**config.mk**
```make
export PLATFORM = sky130hd
export DESIGN_NAME = tg_timer_group
export DESIGN_NICKNAME = d
export VERILOG_FILES = /design/src/rtl/tg_pkg.sv /design/src/rtl/tg_prescaler.sv /design/src/rtl/tg_channel.sv /design/src/rtl/tg_timer_group.sv
export SDC_FILE = /design/constraint.sdc
export NUM_CORES = 2
export LEC_CHECK = 0
export CAP_MARGIN = 20
export CORE_ASPECT_RATIO = 0.8
export CORE_MARGIN = 5
export CORE_UTILIZATION = 44
export DETAILED_ROUTE_END_ITERATION = 8
export HOLD_SLACK_MARGIN = 0.08
export SYNTH_ARGS = -nofsm -noshare
export SYNTH_HDL_FRONTEND = slang
export SYNTH_SLANG_ARGS = --single-unit
```
**constraint.sdc**
```tcl
create_clock -name clk -period 4.1 [get_ports clk]
set_input_delay 1.025 -clock clk [delete_from_list [all_inputs] [get_ports clk]]
set_output_delay 1.025 -clock clk [all_outputs]
set_load 0.01 [all_outputs]
```
**src/rtl/tg_pkg.sv**
```systemverilog
package tg_pkg;
    localparam int OFS_W = 4;

    // per-timer word offsets
    localparam logic [OFS_W-1:0] T_CTRL     = 4'd0;
    localparam logic [OFS_W-1:0] T_SNAP     = 4'd1;
    localparam logic [OFS_W-1:0] T_VIEW_LO  = 4'd2;
    localparam logic [OFS_W-1:0] T_VIEW_HI  = 4'd3;
    localparam logic [OFS_W-1:0] T_LOAD_LO  = 4'd4;
    localparam logic [OFS_W-1:0] T_LOAD_HI  = 4'd5;
    localparam logic [OFS_W-1:0] T_RELOAD   = 4'd6;
    localparam logic [OFS_W-1:0] T_ALARM_LO = 4'd7;
    localparam logic [OFS_W-1:0] T_ALARM_HI = 4'd8;

    // group word offsets
    localparam logic [OFS_W-1:0] G_IE     = 4'd0;
    localparam logic [OFS_W-1:0] G_RAW    = 4'd1;
    localparam logic [OFS_W-1:0] G_MASKED = 4'd2;
    localparam logic [OFS_W-1:0] G_CLEAR  = 4'd3;

    // control bit positions
    localparam int B_RUN   = 0;
    localparam int B_UP    = 1;
    localparam int B_AUTO  = 2;
    localparam int B_ALARM = 3;
    localparam int B_LVL   = 4;
    localparam int B_EDGE  = 5;
    localparam int B_DIV   = 16;

    typedef struct packed {
        logic run;
        logic up;
        logic auto_rl;
        logic alarm_en;
        logic lvl_ie;
        logic edge_ie;
    } ctrl_t;
endpackage

```
**src/rtl/tg_prescaler.sv**
```systemverilog
module tg_prescaler #(
    parameter int DIV_W = 16
) (
    input  logic             clk,
    input  logic             rst_n,
    input  logic             run,
    input  logic             restart,
    input  logic [DIV_W-1:0] div_code,
    output logic             tick
);
    localparam int PC_W = DIV_W + 1;

    logic [DIV_W-1:0] pc_d, pc_q;
    logic [PC_W-1:0]  period;
    logic             at_end;

    always_comb begin
        period = (div_code == '0) ? (PC_W'(1) << DIV_W) : {1'b0, div_code};
        at_end = ({1'b0, pc_q} == (period - PC_W'(1)));
        pc_d   = pc_q;
        tick   = 1'b0;
        if (restart) begin
            pc_d = '0;
        end else if (run) begin
            if (at_end) begin
                tick = 1'b1;
                pc_d = '0;
            end else begin
                pc_d = pc_q + DIV_W'(1);
            end
        end
    end

    always_ff @(posedge clk or negedge rst_n) begin
        if (!rst_n) pc_q <= '0;
        else        pc_q <= pc_d;
    end
endmodule

```
**src/rtl/tg_channel.sv**
```systemverilog
module tg_channel #(
    parameter int CNT_W = 64,
    parameter int DIV_W = 16
) (
    input  logic             clk,
    input  logic             rst_n,
    input  logic             run,
    input  logic             up,
    input  logic             auto_rl,
    input  logic             alarm_en,
    input  logic [DIV_W-1:0] div_code,
    input  logic [CNT_W-1:0] load_val,
    input  logic [CNT_W-1:0] alarm_val,
    input  logic             snap_we,
    input  logic             reload_we,
    input  logic             div_we,
    output logic             fire,
    output logic [CNT_W-1:0] view,
    output logic [CNT_W-1:0] cnt
);
    typedef struct packed {
        logic [CNT_W-1:0] cnt;
        logic [CNT_W-1:0] view;
        logic             pend;
    } chan_t;

    chan_t d, q;
    logic  tick;

    tg_prescaler #(.DIV_W(DIV_W)) pre_i (
        .clk      (clk),
        .rst_n    (rst_n),
        .run      (run),
        .restart  (div_we | reload_we),
        .div_code (div_code),
        .tick     (tick)
    );

    always_comb begin
        d    = q;
        fire = alarm_en && (q.cnt == alarm_val);
        if (snap_we) d.view = q.cnt;
        if (reload_we) begin
            d.cnt  = load_val;
            d.pend = 1'b0;
        end else if (tick) begin
            if (q.pend) begin
                d.cnt  = load_val;
                d.pend = 1'b0;
            end else if (up) begin
                d.cnt = q.cnt + CNT_W'(1);
            end else begin
                d.cnt = q.cnt - CNT_W'(1);
            end
        end
        if (fire && auto_rl) d.pend = 1'b1;
    end

    always_ff @(posedge clk or negedge rst_n) begin
        if (!rst_n) q <= '0;
        else        q <= d;
    end

    assign view = q.view;
    assign cnt  = q.cnt;
endmodule

```
**src/rtl/tg_timer_group.sv**
```systemverilog
module tg_timer_group
    import tg_pkg::*;
#(
    parameter int NUM_TIMERS = 2,
    parameter int BUS_W      = 32,
    parameter int DIV_W      = 16,
    localparam int CNT_W     = 2 * BUS_W,
    localparam int ADDR_W    = $clog2((NUM_TIMERS + 1) * (1 << OFS_W))
) (
    input  logic                  clk,
    input  logic                  rst_n,
    input  logic                  bus_we,
    input  logic [ADDR_W-1:0]     bus_addr,
    input  logic [BUS_W-1:0]      bus_wdata,
    output logic [BUS_W-1:0]      bus_rdata,
    output logic [NUM_TIMERS-1:0] irq_level,
    output logic [NUM_TIMERS-1:0] irq_edge
);
    localparam int TSEL_W = ADDR_W - OFS_W;

    typedef struct packed {
        ctrl_t [NUM_TIMERS-1:0]                 flags;
        logic  [NUM_TIMERS-1:0][DIV_W-1:0]      div;
        logic  [NUM_TIMERS-1:0][CNT_W-1:0]      load;
        logic  [NUM_TIMERS-1:0][CNT_W-1:0]      alarm;
        logic  [NUM_TIMERS-1:0]                 ie;
        logic  [NUM_TIMERS-1:0]                 raw;
        logic  [NUM_TIMERS-1:0]                 edge_p;
    } regs_t;

    regs_t d, q;

    logic [TSEL_W-1:0] tsel;
    logic [OFS_W-1:0]  ofs;
    logic              grp_hit;
    logic [NUM_TIMERS-1:0] ctrl_we, snap_we, reload_we_v;
    logic [NUM_TIMERS-1:0] fire_v, alarm_en_v, run_v, lvl_v, edg_v;
    logic [NUM_TIMERS-1:0][CNT_W-1:0] view_v, cnt_v;
    logic [NUM_TIMERS-1:0] clr_mask;

    assign tsel    = bus_addr[ADDR_W-1:OFS_W];
    assign ofs     = bus_addr[OFS_W-1:0];
    assign grp_hit = (tsel == TSEL_W'(NUM_TIMERS));

    always_comb begin
        for (int t = 0; t < NUM_TIMERS; t++) begin
            ctrl_we[t]     = bus_we && (tsel == TSEL_W'(t)) && (ofs == T_CTRL);
            snap_we[t]     = bus_we && (tsel == TSEL_W'(t)) && (ofs == T_SNAP);
            reload_we_v[t] = bus_we && (tsel == TSEL_W'(t)) && (ofs == T_RELOAD);
            alarm_en_v[t]  = q.flags[t].alarm_en;
            run_v[t]       = q.flags[t].run;
            lvl_v[t]       = q.flags[t].lvl_ie;
            edg_v[t]       = q.flags[t].edge_ie;
        end
        clr_mask = (bus_we && grp_hit && ofs == G_CLEAR) ? bus_wdata[NUM_TIMERS-1:0] : '0;
    end

    for (genvar t = 0; t < NUM_TIMERS; t++) begin : g_ch
        tg_channel #(.CNT_W(CNT_W), .DIV_W(DIV_W)) ch_i (
            .clk       (clk),
            .rst_n     (rst_n),
            .run       (q.flags[t].run),
            .up        (q.flags[t].up),
            .auto_rl   (q.flags[t].auto_rl),
            .alarm_en  (q.flags[t].alarm_en),
            .div_code  (q.div[t]),
            .load_val  (q.load[t]),
            .alarm_val (q.alarm[t]),
            .snap_we   (snap_we[t]),
            .reload_we (reload_we_v[t]),
            .div_we    (ctrl_we[t]),
            .fire      (fire_v[t]),
            .view      (view_v[t]),
            .cnt       (cnt_v[t])
        );
    end

    always_comb begin
        d = q;
        for (int t = 0; t < NUM_TIMERS; t++) begin
            if (bus_we && tsel == TSEL_W'(t)) begin
                case (ofs)
                    T_CTRL: begin
                        d.flags[t].run      = bus_wdata[B_RUN];
                        d.flags[t].up       = bus_wdata[B_UP];
                        d.flags[t].auto_rl  = bus_wdata[B_AUTO];
                        d.flags[t].alarm_en = bus_wdata[B_ALARM];
                        d.flags[t].lvl_ie   = bus_wdata[B_LVL];
                        d.flags[t].edge_ie  = bus_wdata[B_EDGE];
                        d.div[t]            = bus_wdata[B_DIV +: DIV_W];
                    end
                    T_LOAD_LO:  d.load[t][BUS_W-1:0]      = bus_wdata;
                    T_LOAD_HI:  d.load[t][CNT_W-1:BUS_W]  = bus_wdata;
                    T_ALARM_LO: d.alarm[t][BUS_W-1:0]     = bus_wdata;
                    T_ALARM_HI: d.alarm[t][CNT_W-1:BUS_W] = bus_wdata;
                    default: ;
                endcase
            end
            // a match disarms the alarm even against a same-cycle write
            if (fire_v[t]) d.flags[t].alarm_en = 1'b0;
        end
        if (bus_we && grp_hit && ofs == G_IE) d.ie = bus_wdata[NUM_TIMERS-1:0];
        d.raw    = (q.raw & ~clr_mask) | fire_v;
        d.edge_p = fire_v & q.ie & edg_v;
    end

    always_ff @(posedge clk or negedge rst_n) begin
        if (!rst_n) q <= '0;
        else        q <= d;
    end

    assign irq_level = q.raw & q.ie & lvl_v;
    assign irq_edge  = q.edge_p;

    always_comb begin
        bus_rdata = '0;
        if (grp_hit) begin
            case (ofs)
                G_IE:     bus_rdata[NUM_TIMERS-1:0] = q.ie;
                G_RAW:    bus_rdata[NUM_TIMERS-1:0] = q.raw;
                G_MASKED: bus_rdata[NUM_TIMERS-1:0] = q.raw & q.ie;
                default: ;
            endcase
        end else begin
            for (int t = 0; t < NUM_TIMERS; t++) begin
                if (tsel == TSEL_W'(t)) begin
                    case (ofs)
                        T_CTRL: begin
                            bus_rdata[B_RUN]          = q.flags[t].run;
                            bus_rdata[B_UP]           = q.flags[t].up;
                            bus_rdata[B_AUTO]         = q.flags[t].auto_rl;
                            bus_rdata[B_ALARM]        = q.flags[t].alarm_en;
                            bus_rdata[B_LVL]          = q.flags[t].lvl_ie;
                            bus_rdata[B_EDGE]         = q.flags[t].edge_ie;
                            bus_rdata[B_DIV +: DIV_W] = q.div[t];
                        end
                        T_VIEW_LO:  bus_rdata = view_v[t][BUS_W-1:0];
                        T_VIEW_HI:  bus_rdata = view_v[t][CNT_W-1:BUS_W];
                        T_LOAD_LO:  bus_rdata = q.load[t][BUS_W-1:0];
                        T_LOAD_HI:  bus_rdata = q.load[t][CNT_W-1:BUS_W];
                        T_ALARM_LO: bus_rdata = q.alarm[t][BUS_W-1:0];
                        T_ALARM_HI: bus_rdata = q.alarm[t][CNT_W-1:BUS_W];
                        default: ;
                    endcase
                end
            end
        end
    end
endmodule

```
# Word-level counts from Yosys, hierarchy flattened

Index checks and enable logic that the tools add are counted.

$add $sub $neg: 8
Equal/unequal tests: 14
Mux-type cells: 46
Bitwise logic cells: 9
Reductions and logical operators: 41

Operator list:

| kind                  | number |
|---|---|
| $mux 64               | 8 |
| $pmux 16 s7           | 2 |
| $add 64x1->64 const B | 2 |
| $eq 64x64->1          | 2 |
| $sub 64x1->64 const B | 2 |
| $pmux 10 s6           | 2 |
| $mux 16               | 6 |
| $pmux 6 s7            | 2 |
| $mux 32               | 2 |
| $eq 16x17->1          | 2 |
| $mux 17               | 2 |
| $sub 17x1->17 const B | 2 |
| $add 16x1->16 const B | 2 |
| $logic_not 16->1      | 2 |
| $mux 30               | 1 |
| $reduce_and 2->1      | 12 |
| $eq 4x3->1 const B    | 4 |
| $reduce_bool 2->1     | 8 |
| $logic_and 1x1->1     | 15 |
| $mux 1                | 14 |
| $mux 3                | 4 |
| $and 2x2->2           | 5 |
| $eq 4x2->1 const B    | 2 |
| $pmux 2 s3            | 1 |
| 11 further kinds      | 14 |

Register bits: 596
Input port bits: 41
Output and inout port bits: 36
Word-level logic and storage cells: 151

# Logic depth before layout (Yosys ltp)

Depth after elaboration: 10
Gate-level depth with buffers: 16
Depth with buffers taken out: 14

# Modules after synthesis

From an unflattened synthesis, not the netlist that was laid out.

Cell total of the unflattened synthesis: 4037
Area total of the unflattened synthesis: 40084.7 um^2

By module, submodules not included:

| module                    | times used | cells an instance | area an instance (um^2) | seq. area each (um^2) |
|---|---|---|---|---|
| tg_timer_group            | 1          | 1196              | 15566.2                 | 7657.3 |
| tg_channel (g_ch[0].ch_i) | 1          | 1247              | 10680.2                 | 3228.1 |
| tg_channel (g_ch[1].ch_i) | 1          | 1224              | 10607.7                 | 3228.1 |
| tg_prescaler              | 2          | 185               | 1615.3                  | 400.4 |

# Worst setup path after synthesis

No wires, ideal clock.

Path type: register to register
Start: register q[304] (netlist name)
End: register g_ch[1].ch_i.q (netlist bit g_ch[1].ch_i.cnt[63])
Setup time: 125 ps
Arrival time: 4349 ps
Required time: 3975 ps
Slack: -373 ps
Cell stages (with the launch flop): 16
Path buffers: 1
Clock period less this slack: 4473 ps
Cell sequence: dfrtp_1 clkbuf_1 inv_1 ha_1 a21oi_1 or3b_2 a31oi_1 a41o_1 a211oi_1 o21ai_0 a2111oi_0 o31ai_1 nor2b_1 o221ai_1 and3b_1 nor3_1

Word-level cells in the longest chain between the ends: 4

Ends and longest elaborated chain:

| what                     | RTL line              | text |
|---|---|---|
| start: declaration       | tg_timer_group.sv:31  | `regs_t d, q;` |
| start signal: assignment | tg_timer_group.sv:108 | `if (!rst_n) q <= '0;` |
| start signal: assignment | tg_timer_group.sv:109 | `else q <= d;` |
| $mux 64                  | tg_channel.sv:50      | `end else if (up) begin` |
| $mux 64                  | tg_channel.sv:47      | `if (q.pend) begin` |
| $mux 64                  | tg_channel.sv:46      | `end else if (tick) begin` |
| $mux 64                  | tg_channel.sv:43      | `if (reload_we) begin` |
| end signal: assignment   | tg_channel.sv:60      | `if (!rst_n) q <= '0;` |
| end signal: assignment   | tg_channel.sv:61      | `else q <= d;` |
| end: declaration         | tg_channel.sv:27      | `chan_t d, q;` |

Every way passes these cells. The select of a mux whose other input is x is not followed.
A chain may end at the register's enable or synchronous reset.

# Worst setup path after layout

Start: input bus_addr[0]
End: output bus_rdata[1]

Word-level cells in the longest chain between the ends: 6
Elaborated cells between the ends (all ways): 14
Those cells by class: eq/ne (7); mux (6); reduce/logical (1)

Ends and longest elaborated chain:

| what                               | RTL line              | text |
|---|---|---|
| start: declaration                 | tg_timer_group.sv:13  | `input logic [ADDR_W-1:0] bus_addr,` |
| $eq 4x4->1 (tied with other cells) | tg_timer_group.sv:127 | `case (ofs)` |
| $pmux 6 s7                         | tg_timer_group.sv:127 |  |
| $mux 32                            | tg_timer_group.sv:126 | `if (tsel == TSEL_W'(t)) begin` |
| $pmux 6 s7                         | tg_timer_group.sv:127 |  |
| $mux 32                            | tg_timer_group.sv:126 |  |
| $mux 2 (*)                         | tg_timer_group.sv:117 | `if (grp_hit) begin` |
| end: declaration                   | tg_timer_group.sv:15  | `output logic [BUS_W-1:0] bus_rdata,` |

Every way passes the cells marked *; elsewhere a longest branch is shown, timed or not.

==> qor.yml <==
floorplan:
  initial_core_util_pct: 44.4
  core_area_sq_um: 80500
  die_h_microns: 265
  io_pins: 77
  die_area_sq_um: 87100
  die_w_microns: 329
  row_count: 93
cts:
  clkTransAtPathRegs_ps: 60
  cts_buffer_depth: 3
  cts_sinks: 596
  cts_tree: "yes"
  clock_latency_ps: 640
  cts_root_buf: "clkbuf_16"
  ctsHoldBuffers: 0
  cts_max_level: 2
  numCtsBuffers: 59
synth:
  syn_nets: 3872
  ys_ff_latch: 596
  yosys.cell_types.count: 85
  avgSynthCellArea_sq_um: 9.67
  netlist_area_sq_um: 35800
  synth_async_sr_flop_share_pct: 100
  yosysWarnings: 0
  synth_cells: 3699
  synth_area_leader_cell: "dfrtp_1"
  yosysTopAreaCellShare_pct: 41.7
  synth_area_leaders: "dfrtp_1 (42%), mux2_2 (12%), a21oi_1 (4.6%), ha_1 (4.5%), xnor2_1 (3.9%)"
  ys_seq_area_share_pct: 41.7
  synth-main-ff-cell: "dfrtp_1"
  synth-edff-count: 0
final_layout:
  area_growth_pct: 21.3
  nNetsFinal: 4162
  fill_cells: 7277
  post-route-util_pct: 53.8
  layout_commonest_cell: "dfrtp_1"
  drive_above_1_share_pct: 26.6
  most-common-layout-cells: "dfrtp_1 (595), mux2_2 (393), buf_4 (334), a21oi_1 (314), nand2_1 (269)"
run_status:
  status: "completed"
critical_path:
  cp-end-kind: "output pin"
  worstPathRequired_ps: 3070
  crit_arrival_ps: 3060
  startpoint_type: "input pin"
  cp_max_fo: 8
  path_class: "input pin to output pin"
  r2r_cells: 17
sta:
  fin_skew_ps: 18.0
  rsz0062_at_grt: "true"
  fmax_mhz: 245
  report.final.setup_viol: 0
  setup_tns_ps: 0
  finalHoldViolCount: 0
  min_period_ps: 4090
  fin_hold_ws_ps: 346
  slew-limit-headroom_pct: 30.6
  maxSlewViolCount: 0
  setup_ws_ps: 14.3
  worstMarginPinSlew_ps: 1040
  finalCritPeriodShare_pct: 99.7
route:
  drt_iter0_drc: 3791
  drc: 0
  dr_total_vias: 31313
  viasPerCell: 6.11
  routed_wl_microns: 133000
  firstDrtPassIters: 9
  final_antenna_net_count: 0
  wire_per_inst_microns: 25.9
place:
  place.gp.congestion: 0.984
  dp_slack_ps: -791
  io_buffers: 76
  dp_hpwl_microns: 100000
grt:
  grt_max_degree: 99
  grt_first_pass_wirelength_microns: 197000
  grt_overflow: 0
  grt_pass1_vias: 29954
  antenna_found_initial: 0
  track_usage_pct: 29.8
run:
  maxCapViolCount: 0
pwr:
  powerDensity_nw_per_um2: 600
  ir_worst_vdd_uv: 415
  p_leak_nw: 19.9
min_path:
  hp-class: "input pin to async pin"
path summary, 6_finish.rpt:
path	to	start	slack, ps
worst max register to register	g_ch[0].ch_i.cnt[63]$_DFFE_PN0P_	q[298]$_DFFE_PN0P_	120
worst max-delay path	bus_rdata[1]	bus_addr[0]	10
worst min-delay path	g_ch[1].ch_i.pre_i.pc_q[11]$_DFFE_PN0P_	rst_n	350
max in group asynchronous	g_ch[0].ch_i.cnt[10]$_DFFE_PN0P_	rst_n	2600
min in group clk	g_ch[1].ch_i.view[41]$_DFFE_PN0P_	g_ch[1].ch_i.view[41]$_DFFE_PN0P_	490
worst min register to register	g_ch[1].ch_i.view[41]$_DFFE_PN0P_	g_ch[1].ch_i.view[41]$_DFFE_PN0P_	490
logic make-up (layout without fill, tap and decap cells):
group           after synthesis  after routing  share of synthesized area, %
compound gates             1045           1045                          18.7
buf+inv                     322            658                          3.58
simple gates                938            938                          12.2
mux                         407            407                          12.8
other cells                   0              1                             0
xor+xnor                    259            259                          6.34
fa+ha+maj                   132            132                          4.66
flops                       596            596                          41.7
metrics by stage:
| step | power [mW] | instance area [sq um] | instances |
|---|---|---|---|
| 2_1_floorplan | 14.6 | 35900 | 3699 |
| 3_3_place_gp | 19.2 | 40400 | 4991 |
| 3_5_place_dp | 19.3 | 40400 | 4991 |
| 4_1_cts | 25.4 | 43000 | 5119 |
| 5_1_grt | 27.4 | 43400 | 5127 |
| 6_report | 26.0 | 43400 | 5128 |
power by group:
part | switching, mW | internal, mW | leakage [nW]
Sequential | 1.48 | 6.83 | 7.85
Clock | 2.47 | 3.45 | 1.02
Combinational | 6.66 | 5.12 | 11.1
Total | 10.6 | 15.4 | 19.9
sequential cells by signal (all words and copies together), names as in the netlist:
register / count
g_ch.ch_i.view: 128
g_ch.ch_i.cnt: 128
g_ch.ch_i.q: 2
q: 298
alarm_en_v: 2
g_ch.ch_i.pre_i.pc_q: 32
irq_edge: 2
lvl_v: 2
edg_v: 2
repair_timing:
item,4_1_cts,5_1_grt
pin swaps,55,17
cloned,3,0
resized for setup,167,95
setup buffers,20,8
setup endpoints to repair,48,72
cells in the mapped netlist, types with 10 or more instances:
| library cell | count |
|---|---|
| clkbuf_1 | 164 |
| and3_1 | 50 |
| nor2_1 | 265 |
| o21ai_1 | 12 |
| nand2b_1 | 29 |
| nor2b_1 | 20 |
| a211oi_1 | 19 |
| nor3_1 | 42 |
| o221ai_1 | 12 |
| xor2_1 | 98 |
| a31oi_1 | 48 |
| buf_2 | 25 |
| a22o_1 | 35 |
| o31ai_1 | 10 |
| a221oi_1 | 47 |
| nand4_1 | 57 |
| o21ai_0 | 212 |
| dfrtp_1 | 596 |
| ha_1 | 130 |
| a21oi_1 | 327 |
| o21bai_1 | 30 |
| mux2_2 | 393 |
| nand3_1 | 111 |
| o211ai_1 | 18 |
| buf_1 | 38 |
| a22oi_1 | 77 |
| nor4_1 | 27 |
| xnor2_1 | 161 |
| mux2i_1 | 14 |
| a21o_1 | 68 |
| nand2_1 | 288 |
| o22ai_1 | 18 |
| o21a_1 | 12 |
| inv_1 | 84 |
| a222oi_1 | 29 |
critical path, stage by stage:
cell and delay [ps]:
dlygate4sd2_1 250, buf_6 150, nand2b_4 160, nor3_4 260
buf_12 190, buf_4 130, a22oi_1 80, a31oi_1 210
a21oi_1 80, o22ai_2 320, buf_2 210
layer usage:
metal | GRT usage [%] | vias up | part of all wire [%]
li1 | - | 14166 | -
met1 | 44.8 | 15526 | 46
met2 | 40.7 | 1459 | 40
met3 | 11.7 | 162 | 13
met4 | 5.42 | 0 | 1.7
met5 | 0 | - | 0
layout make-up:
class	instances	area, sq um	share of cell area (%)
repair buffers	467	4240	9.77
flip-flops and latches	596	14900	34.4
multi-input cells	2781	20400	47.1
clock buffers	84	1740	4.02
diodes	1	2.50	0.00577
clock inverters	23	338	0.779
well taps	1092	1370	3.15
inverters	84	323	0.745
Power figures use the tool's default switching activity.
